[config.mk]
export PLATFORM = sky130hd
export DESIGN_NAME = csq_top
export DESIGN_NICKNAME = d
export VERILOG_FILES = /design/src/rtl/csq_pkg.sv /design/src/rtl/csq_cfg_unpack.sv /design/src/rtl/csq_timer.sv /design/src/rtl/csq_fsm.sv /design/src/rtl/csq_select.sv /design/src/rtl/csq_top.sv
export SDC_FILE = /design/constraint.sdc
export NUM_CORES = 1
export LEC_CHECK = 0
export CAP_MARGIN = 5
export CORE_ASPECT_RATIO = 1.1
export CORE_MARGIN = 4
export CORE_UTILIZATION = 45
export CTS_CLUSTER_SIZE = 40
export DETAILED_ROUTE_END_ITERATION = 6
export HOLD_SLACK_MARGIN = 0.08
export PLACE_DENSITY = 0.79
export SLEW_MARGIN = 20
export SYNTH_ARGS = -nofsm -noshare
export SYNTH_HDL_FRONTEND = slang
export SYNTH_HIERARCHICAL = 1
export SYNTH_SLANG_ARGS = --single-unit
[constraint.sdc]
create_clock -name clk -period 2.6 [get_ports clk]
set_input_delay 0.52 -clock clk [delete_from_list [all_inputs] [get_ports clk]]
set_output_delay 0.52 -clock clk [all_outputs]
set_load 0.005 [all_outputs]
[src/rtl/csq_pkg.sv]
package csq_pkg;

  localparam int unsigned CSQ_DLY_W = 4;

  typedef enum logic [2:0] {
    ST_IDLE = 3'd0,
    ST_LEAD = 3'd1,
    ST_RUN  = 3'd2,
    ST_PARK = 3'd3,
    ST_TAIL = 3'd4,
    ST_GAP  = 3'd5
  } csq_state_e;

endpackage

[src/rtl/csq_cfg_unpack.sv]
module csq_cfg_unpack #(
  parameter int unsigned CFG_W    = 32,
  parameter int unsigned DLY_W    = 4,
  parameter int unsigned N_FIELDS = 4,
  parameter int unsigned STRIDE   = 8
) (
  input  logic [CFG_W-1:0] cfg,
  output logic [DLY_W-1:0] lead_dly,
  output logic [DLY_W-1:0] tail_dly,
  output logic [DLY_W-1:0] gap_dly
);

  localparam int unsigned F_LEAD  = 0;
  localparam int unsigned F_TRAIL = 1;
  localparam int unsigned F_HOLD  = 2;
  localparam int unsigned F_GAP   = 3;

  logic [DLY_W-1:0] fld [N_FIELDS];

  // one field per byte lane, low nibble used
  for (genvar g = 0; g < N_FIELDS; g++) begin : g_field
    assign fld[g] = cfg[g*STRIDE +: DLY_W];
  end

  assign lead_dly = fld[F_LEAD];
  assign gap_dly  = fld[F_GAP];
  // release waits for both the clock-to-release and the data-hold times
  assign tail_dly = (fld[F_TRAIL] > fld[F_HOLD]) ? fld[F_TRAIL] : fld[F_HOLD];

endmodule

[src/rtl/csq_timer.sv]
module csq_timer #(
  parameter int unsigned W = 4
) (
  input  logic         clk,
  input  logic         rst_n,
  input  logic         load,
  input  logic [W-1:0] load_val,
  output logic         expired
);

  logic [W-1:0] cnt_q;
  logic [W-1:0] cnt_d;

  always_comb begin
    cnt_d = cnt_q;
    if (load) begin
      cnt_d = load_val;
    end else if (cnt_q != '0) begin
      cnt_d = cnt_q - 1'b1;
    end
  end

  always_ff @(posedge clk or negedge rst_n) begin
    if (!rst_n) begin
      cnt_q <= '0;
    end else begin
      cnt_q <= cnt_d;
    end
  end

  assign expired = (cnt_q == '0);


  timer_no_wrap_chk: assert property (@(posedge clk) disable iff (!rst_n)
    (!load && cnt_q == '0) |=> (cnt_q == '0));


  timer_load_chk: assert property (@(posedge clk) disable iff (!rst_n)
    load |=> (cnt_q == $past(load_val)));

endmodule

[src/rtl/csq_fsm.sv]
module csq_fsm
  import csq_pkg::*;
#(
  parameter int unsigned DLY_W = 4
) (
  input  logic             clk,
  input  logic             rst_n,
  input  logic             start_req,
  input  logic             unit_edge,
  input  logic             xfer_end,
  input  logic             close_flag,
  input  logic             stop_cmd,
  input  logic             expired,
  input  logic [DLY_W-1:0] lead_dly,
  input  logic [DLY_W-1:0] tail_dly,
  input  logic [DLY_W-1:0] gap_dly,
  output logic             tmr_load,
  output logic [DLY_W-1:0] tmr_val,
  output logic             sel_capture,
  output logic             cs_active,
  output logic             sclk_en,
  output logic             busy
);

  csq_state_e state_q, state_d;
  logic stop_pend_q, stop_pend_d;
  logic start_pend_q, start_pend_d;
  logic cs_q, sclk_q, busy_q;
  logic stop_now;

  assign stop_now = stop_pend_q || stop_cmd;

  always_comb begin
    state_d  = state_q;
    tmr_load = 1'b0;
    tmr_val  = '0;
    unique case (state_q)
      ST_IDLE: begin
        if (start_req) begin
          state_d  = ST_LEAD;
          tmr_load = 1'b1;
          tmr_val  = lead_dly;
        end
      end
      ST_LEAD: begin
        if (expired) state_d = ST_RUN;
      end
      ST_RUN: begin
        if (xfer_end && (close_flag || stop_now)) begin
          state_d  = ST_TAIL;
          tmr_load = 1'b1;
          tmr_val  = tail_dly;
        end else if (xfer_end) begin
          state_d = ST_PARK;
        end else if (unit_edge && stop_now) begin
          state_d  = ST_TAIL;
          tmr_load = 1'b1;
          tmr_val  = tail_dly;
        end
      end
      ST_PARK: begin
        if (stop_now) begin
          state_d  = ST_TAIL;
          tmr_load = 1'b1;
          tmr_val  = tail_dly;
        end else if (start_req) begin
          state_d = ST_RUN;
        end
      end
      ST_TAIL: begin
        if (expired) begin
          state_d  = ST_GAP;
          tmr_load = 1'b1;
          tmr_val  = gap_dly;
        end
      end
      ST_GAP: begin
        if (expired) begin
          if (start_pend_q || start_req) begin
            state_d  = ST_LEAD;
            tmr_load = 1'b1;
            tmr_val  = lead_dly;
          end else begin
            state_d = ST_IDLE;
          end
        end
      end
      default: state_d = ST_IDLE;
    endcase
  end

  always_comb begin
    stop_pend_d = (stop_pend_q ||
                   (stop_cmd && (state_q == ST_LEAD || state_q == ST_RUN)))
                  && (state_d != ST_TAIL);
    start_pend_d = (start_pend_q ||
                    (start_req && (state_q == ST_TAIL || state_q == ST_GAP)))
                   && (state_d != ST_LEAD);
  end

  assign sel_capture = (state_d == ST_LEAD) && (state_q != ST_LEAD);

  always_ff @(posedge clk or negedge rst_n) begin
    if (!rst_n) begin
      state_q      <= ST_IDLE;
      stop_pend_q  <= 1'b0;
      start_pend_q <= 1'b0;
      cs_q         <= 1'b0;
      sclk_q       <= 1'b0;
      busy_q       <= 1'b0;
    end else begin
      state_q      <= state_d;
      stop_pend_q  <= stop_pend_d;
      start_pend_q <= start_pend_d;
      cs_q         <= (state_d == ST_LEAD) || (state_d == ST_RUN) ||
                      (state_d == ST_PARK) || (state_d == ST_TAIL);
      sclk_q       <= (state_d == ST_RUN);
      busy_q       <= (state_d != ST_IDLE);
    end
  end

  assign cs_active = cs_q;
  assign sclk_en   = sclk_q;
  assign busy      = busy_q;


  clk_needs_cs_chk: assert property (@(posedge clk) disable iff (!rst_n)
    sclk_q |-> cs_q);


  lead_before_clk_chk: assert property (@(posedge clk) disable iff (!rst_n)
    $rose(sclk_q) |-> $past(cs_q));


  clk_stops_on_edge_chk: assert property (@(posedge clk) disable iff (!rst_n)
    ($fell(sclk_q) && $past(state_q == ST_RUN)) |-> $past(xfer_end || unit_edge));


  release_after_clk_chk: assert property (@(posedge clk) disable iff (!rst_n)
    $fell(cs_q) |-> $past(!sclk_q));


  idle_after_release_chk: assert property (@(posedge clk) disable iff (!rst_n)
    $fell(busy_q) |-> (!cs_q && $past(!cs_q)));

endmodule

[src/rtl/csq_select.sv]
module csq_select #(
  parameter int unsigned N_CS  = 2,
  parameter int unsigned SEL_W = 1
) (
  input  logic             clk,
  input  logic             rst_n,
  input  logic             capture,
  input  logic [SEL_W-1:0] pick,
  input  logic             cs_active,
  output logic [N_CS-1:0]  cs_n
);

  logic [SEL_W-1:0] sel_q;
  logic [SEL_W-1:0] sel_d;

  always_comb begin
    sel_d = sel_q;
    if (capture) sel_d = pick;
  end

  always_ff @(posedge clk or negedge rst_n) begin
    if (!rst_n) begin
      sel_q <= '0;
    end else begin
      sel_q <= sel_d;
    end
  end

  for (genvar i = 0; i < N_CS; i++) begin : g_line
    assign cs_n[i] = !(cs_active && (sel_q == SEL_W'(i)));
  end


  single_line_chk: assert property (@(posedge clk) disable iff (!rst_n)
    $onehot0(~cs_n));


  sel_held_chk: assert property (@(posedge clk) disable iff (!rst_n)
    (cs_active && $past(cs_active)) |-> $stable(cs_n));

endmodule

[src/rtl/csq_top.sv]
module csq_top
  import csq_pkg::*;
#(
  parameter int unsigned CFG_W = 32,
  parameter int unsigned N_CS  = 2,
  parameter int unsigned SEL_W = (N_CS > 1) ? $clog2(N_CS) : 1
) (
  input  logic             clk,
  input  logic             rst_n,
  input  logic [CFG_W-1:0] timing_cfg,
  input  logic [SEL_W-1:0] cs_pick,
  input  logic             start_req,
  input  logic             unit_edge,
  input  logic             xfer_end,
  input  logic             close_flag,
  input  logic             stop_cmd,
  output logic [N_CS-1:0]  cs_n,
  output logic             sclk_en,
  output logic             busy
);

  localparam int unsigned DLY_W = CSQ_DLY_W;

  logic [DLY_W-1:0] lead_dly, tail_dly, gap_dly, tmr_val;
  logic tmr_load, expired, sel_capture, cs_active;

  csq_cfg_unpack #(.CFG_W(CFG_W), .DLY_W(DLY_W), .N_FIELDS(4), .STRIDE(8)) u_unpack (
    .cfg      (timing_cfg),
    .lead_dly (lead_dly),
    .tail_dly (tail_dly),
    .gap_dly  (gap_dly)
  );

  csq_timer #(.W(DLY_W)) u_timer (
    .clk      (clk),
    .rst_n    (rst_n),
    .load     (tmr_load),
    .load_val (tmr_val),
    .expired  (expired)
  );

  csq_fsm #(.DLY_W(DLY_W)) u_fsm (
    .clk         (clk),
    .rst_n       (rst_n),
    .start_req   (start_req),
    .unit_edge   (unit_edge),
    .xfer_end    (xfer_end),
    .close_flag  (close_flag),
    .stop_cmd    (stop_cmd),
    .expired     (expired),
    .lead_dly    (lead_dly),
    .tail_dly    (tail_dly),
    .gap_dly     (gap_dly),
    .tmr_load    (tmr_load),
    .tmr_val     (tmr_val),
    .sel_capture (sel_capture),
    .cs_active   (cs_active),
    .sclk_en     (sclk_en),
    .busy        (busy)
  );

  csq_select #(.N_CS(N_CS), .SEL_W(SEL_W)) u_select (
    .clk       (clk),
    .rst_n     (rst_n),
    .capture   (sel_capture),
    .pick      (cs_pick),
    .cs_active (cs_active),
    .cs_n      (cs_n)
  );

endmodule

Yosys cells after proc, flatten, opt, wreduce, memory -nomap -nowiden
Index checks and enable logic that the tools add are counted.
Storage, ports and cells
  flip-flop bits (word level): 13
  input port bits: 40
  output and inout port bits: 4
  logic and storage cells: 81
Operators by class
  add/subtract/negate cells: 1
  order comparisons: 1
  equality and inequality tests: 12
  multiplexer cells: 32
  bitwise operators: 1
  reduce and logical (&&, ||, !) cells: 26
Operators with widths (number)
  two-way mux 4 bit: 11
  two-way mux 3 bit: 9
  case mux 4 bit (5 select lines): 1
  case mux 3 bit (6 select lines): 1
  equality test 3 x 2 -> 1 bit, second input constant: 4
  logical OR 1 bit: 10
  equality test 3 bit, second input constant: 3
  logical AND 1 bit: 9
  two-way mux 1 bit: 9
  equality test 3 x 1 -> 1 bit, second input constant: 2
  inequality test 3 x 1 -> 1 bit, second input constant: 2
  case mux 1 bit (5 select lines): 1
  > comparator 4 bit: 1
  logical NOT 4 bit: 1
  nonzero test 4 bit: 1
  subtractor 4 x 1 -> 4 bit, second input constant: 1
  logical NOT 3 bit: 1
  inequality test 3 bit, second input constant: 1
  nonzero test 3 bit: 1
  logical NOT 1 bit: 2
  nonzero test 2 bit: 1
  inverter 1 bit: 1

Longest topological paths before layout
Gate-level depths: netlist of run 1.
  depth in word-level cells: 10
  gate-level depth with buffers: 10
  gate-level depth less buffers: 10

By module
The synthesis of run 1 kept the hierarchy.
By module, submodules not included
  csq_fsm: instances 1, cells each 80, area each 737.0 um2
  csq_timer: instances 1, cells each 23, area each 232.7 um2
  csq_cfg_unpack: instances 1, cells each 25, area each 231.5 um2
  csq_select: instances 1, cells each 4, area each 50.0 um2

Worst setup path before layout of run 1
Ideal clock, no wire load.
  kind: input port to flip-flop
  from: input port timing_cfg[17]
  to: register u_timer.cnt_q[3]
  library setup time: 126 ps
  arrival: 2221 ps
  path slack: 253 ps
  stages: 9
  path buffers: 0
  cells stage by stage: inv_1 > ha_1 > nor2b_4 > o211ai_2 > a21oi_4 > mux2_4 > a222oi_1 > nor2_1 > a221o_1
Between the ends
  cells in the longest elaborated chain, start to end: 7
Ends and longest elaborated chain
  start: declaration: line csq_top.sv:10  | input logic [CFG_W-1:0] timing_cfg,
  > comparator 4 bit *: line csq_cfg_unpack.sv:28  | assign tail_dly = (fld[F_TRAIL] > fld[F_HOLD]) ? fld[F_TRAIL] : fld[F_HOLD];
  two-way mux 4 bit *: line csq_cfg_unpack.sv:28
  named net tail_dly[3]: line csq_top.sv:24  | logic [DLY_W-1:0] lead_dly, tail_dly, gap_dly, tmr_val;
  two-way mux 4 bit: line csq_fsm.sv:55  | end else if (unit_edge && stop_now) begin
  two-way mux 4 bit: line csq_fsm.sv:53  | end else if (xfer_end) begin
  two-way mux 4 bit: line csq_fsm.sv:49  | if (xfer_end && (close_flag || stop_now)) begin
  case mux 4 bit (5 select lines) *: line csq_fsm.sv:37  | unique case (state_q)
  named net tmr_val[3]: line csq_top.sv:24
  two-way mux 4 bit *: line csq_timer.sv:16  | if (load) begin
  end signal: assignment: line csq_timer.sv:27  | cnt_q <= cnt_d;
  end: declaration: line csq_timer.sv:11  | logic [W-1:0] cnt_q;
Mark *: on every way through the listed nets, which the timed path passes. The rest lies on a longest branch.
A chain may end at the register's enable or synchronous reset.

Worst setup path in the final report of run 1
  from: input port timing_cfg[16]
  to: register u_timer.cnt_q[3]
Same word-level chain as after synthesis.

==> results of run 1 <==
==> Yosys cell counts (2+ instances only) <==
cell and count:
dfrtp_1 13, nor2_1 13, inv_1 10, buf_4 9, ha_1 7, nand2_1 6
a21oi_1 4, a222oi_1 4, a22o_1 4, nor3_1 4, o21ai_0 4, mux2_1 3
nor2b_1 3, a311oi_1 2, a31oi_1 2, and2_1 2, mux2_4 2, nand2b_4 2
nor3_2 2, nor3b_1 2, o21ai_1 2
==> cells by family (layout without fill, tap and decap cells) <==
family,count (synthesis),in the layout,synth area share
and+or+nand+nor,47,47,0.261
muxes,7,7,0.0680
xor gates and xnor gates,2,2,0.0140
adders and majority gates,7,7,0.0700
buffers and inverters,22,45,0.100
DFF,13,13,0.260
AOI/OAI and AO/OA,34,34,0.227
==> registers in the layout, indices dropped and copies added (netlist names) <==
| signal | count |
|---|---|
| u_fsm/busy | 1 |
| u_fsm/cs_active | 1 |
| u_fsm/sclk_en | 1 |
| u_fsm/start_pend_q | 1 |
| u_fsm/state_q | 3 |
| u_fsm/stop_pend_q | 1 |
| u_select/sel_q | 1 |
| u_timer/cnt_q | 4 |
==> path summary, 6_finish.rpt <==
check	to	slack (ns)	depth (start not counted)
worst max-delay path	u_timer/cnt_q[3]	0.11	9
worst min-delay path	u_select/sel_q	0.56	1
worst max register to register	u_select/sel_q	0.30	9
worst min register to register	u_select/sel_q	0.56	1
max in group asynchronous	u_select/sel_q	1.63	1
min in group asynchronous	u_fsm/start_pend_q	0.60	1
==> what timing repair did <==
action	4_1_cts	5_1_grt
pin swaps	4	5
endpoints found under the setup margin	4	4
gates resized for setup	2	13
==> per-stage QoR <==
step           hold WS (ns)  instance area [um^2]  setup WS, ns  std cells  total power, W
6_report              0.558                  1590         0.110        186         0.00154
3_3_place_gp          0.512                  1500        -0.283        182         0.00136
4_1_cts               0.562                  1540       0.00314        186         0.00154
5_1_grt               0.601                  1590      -0.00856        186         0.00168
3_5_place_dp          0.536                  1500        -0.357        182         0.00141
2_1_floorplan         0.224                  1250         0.253        132         0.00117
==> where the power goes <==
part / switching, W / total, W / internal, W / leakage, nW
logic: 0.000464 / 0.000993 / 0.000528 / 0.514
clock network: 0.0000633 / 0.000120 / 0.0000569 / 0.0177
registers: 0.000133 / 0.000431 / 0.000298 / 0.160
==> cell type report <==
| class | count | share of cell area |
|---|---|---|
| tap | 31 | 0.0244 |
| clock inverter | 1 | 0.00315 |
| inverter | 10 | 0.0237 |
| clock buffer | 3 | 0.0142 |
| timing repair buffer | 31 | 0.200 |
| multi-input combinational | 97 | 0.529 |
| sequential | 13 | 0.205 |
==> routing by layer <==
| metal | global-route usage | vias up | share of wire |
|---|---|---|---|
| met5 | 0 | - | 0 |
| met4 | 0.00870 | 0 | 0 |
| met3 | 0.0388 | 0 | 0.043 |
| met2 | 0.299 | 26 | 0.55 |
| met1 | 0.183 | 507 | 0.40 |
| li1 | - | 527 | - |
==> results.py, run 1 <==
metrics = {
    "synthesis": {
        "postSynthCellCount": 132,
        "async_reset_ff_frac": 1.00,
        "ys_top_cells_by_area": "dfrtp_1, ha_1, buf_4",
        "synth_cell_types": 53,
        "yosys_most_used_dff": "dfrtp_1",
        "ys_warn_count": 6,
        "synth_nets": 179,
        "ys_ff_latch": 13,
        "seq_area_frac_synth": 0.260,
        "synth_edf_count": 0,
        "syn_avg_cell_area_um2": 9.48,
        "syn-cell-area_um2": 1250,
        "yosysTopAreaCellShare": 0.260,
        "synth.largest_area_cell": "dfrtp_1",
    },
    "route": {
        "wire_per_inst_um": 15.2,
        "via_per_inst": 5.70,
        "first_pass_iters": 4,
        "antenna_left": 0,
        "drc": 0,
        "drt_iter0_drc": 31,
        "routed_wl_um": 2830,
        "vias": 1060,
    },
    "global_route": {
        "grt_pass1_wl_um": 4700,
        "grt_max_degree": 15,
        "grtUsageTotal": 0.158,
        "antenna_found_initial": 0,
        "grt_pass1_vias": 1067,
        "overflow": 0,
    },
    "setup_path": {
        "cp_max_fo": 2,
        "cp.required_ns": 2.76,
        "r2r_start": "u_timer/cnt_q[0]",
        "cp-startpoint": "timing_cfg[16]",
        "critPathArrivalTime_ns": 2.65,
        "cp-start-kind": "input port",
        "critPathTopFamily": "compound AO/OA/AOI/OAI gates",
        "crit_slowest_cell": "clkdlybuf4s50_1",
        "path_cells": "clkdlybuf4s50_1 > ha_1 > nor2b_4 > o211ai_4 > a21oi_4 > mux2_4 > a222oi_1 > nor2_1 > a221o_1",
        "slowest_delay_ns": 0.42,
        "end_kind": "flop",
        "crit_type": "input port to flop",
        "crit_buf_inv": 1,
    },
    "place": {
        "numPortBuffers": 27,
        "gp_congestion": 0.845,
        "hpwl_um": 2250,
    },
    "final_layout": {
        "postLayoutCoreUtil": 0.618,
        "drive_above_1_share": 0.206,
        "area_growth_syn_to_layout_pct": 26.8,
        "fill_cells": 225,
        "antenna_cells": 0,
        "layout_commonest_cell": "clkdlybuf4s50_1",
        "seq_area_um2": 325,
        "layout_common_cells": "clkdlybuf4s50_1, nor2_1, dfrtp_1",
        "final_nets": 203,
        "multiInputGateArea_um2": 840,
    },
    "timing": {
        "finalHoldViolCount": 0,
        "min_period_over_period": 0.958,
        "fin_tns_setup_ns": 0,
        "relSlewSlack": 0.629,
        "tightest_slew_ns": 0.555,
        "skew_ns": 0.00643,
        "post-route-min-period_ns": 2.49,
        "setup_viol": 0,
        "slew_violations": 0,
        "max_freq_mhz": 402,
    },
    "pwr": {
        "leakagePower_nw": 0.691,
        "vdd_drop_max_uv": 927,
        "p_per_area_nw_per_um2": 973,
    },
    "floorplan": {
        "io_pins": 44,
        "die_area_um2": 3690,
        "initial_core_util": 0.487,
        "fp.dieH_um": 63.3,
        "core_area_um2": 2570,
        "die_w_um": 58.3,
        "rows": 19,
    },
    "clock_tree": {
        "post_cts.repair.setup_buffers": 0,
        "cts_buffer_depth": 2,
        "root_buffer": "clkbuf_4",
        "cts.reportedPaths.clkPinSlew_ns": 0.07,
        "htreeDepth": 1,
        "cts_buffers": 3,
        "cts_sinks": 13,
        "postCtsHoldBufs": 0,
        "worstSkewPairLatency_ns": 0.27,
        "cts_tree": "built",
    },
    "run": {
        "maxCapViolations": 0,
    },
    "min_path": {
        "hp-start": "u_select/sel_q",
        "hold_path.class": "flop to flop",
    },
    "status": {
        "outcome": "complete, no violations",
    },
}
Power figures use the tool's default switching activity.
==> run 2, diff against run 1 <==
- SKIP_LAST_GASP: default -> 1
==> results of run 2 <==
Final layout, timing and power as in run 1 (identical DEF).
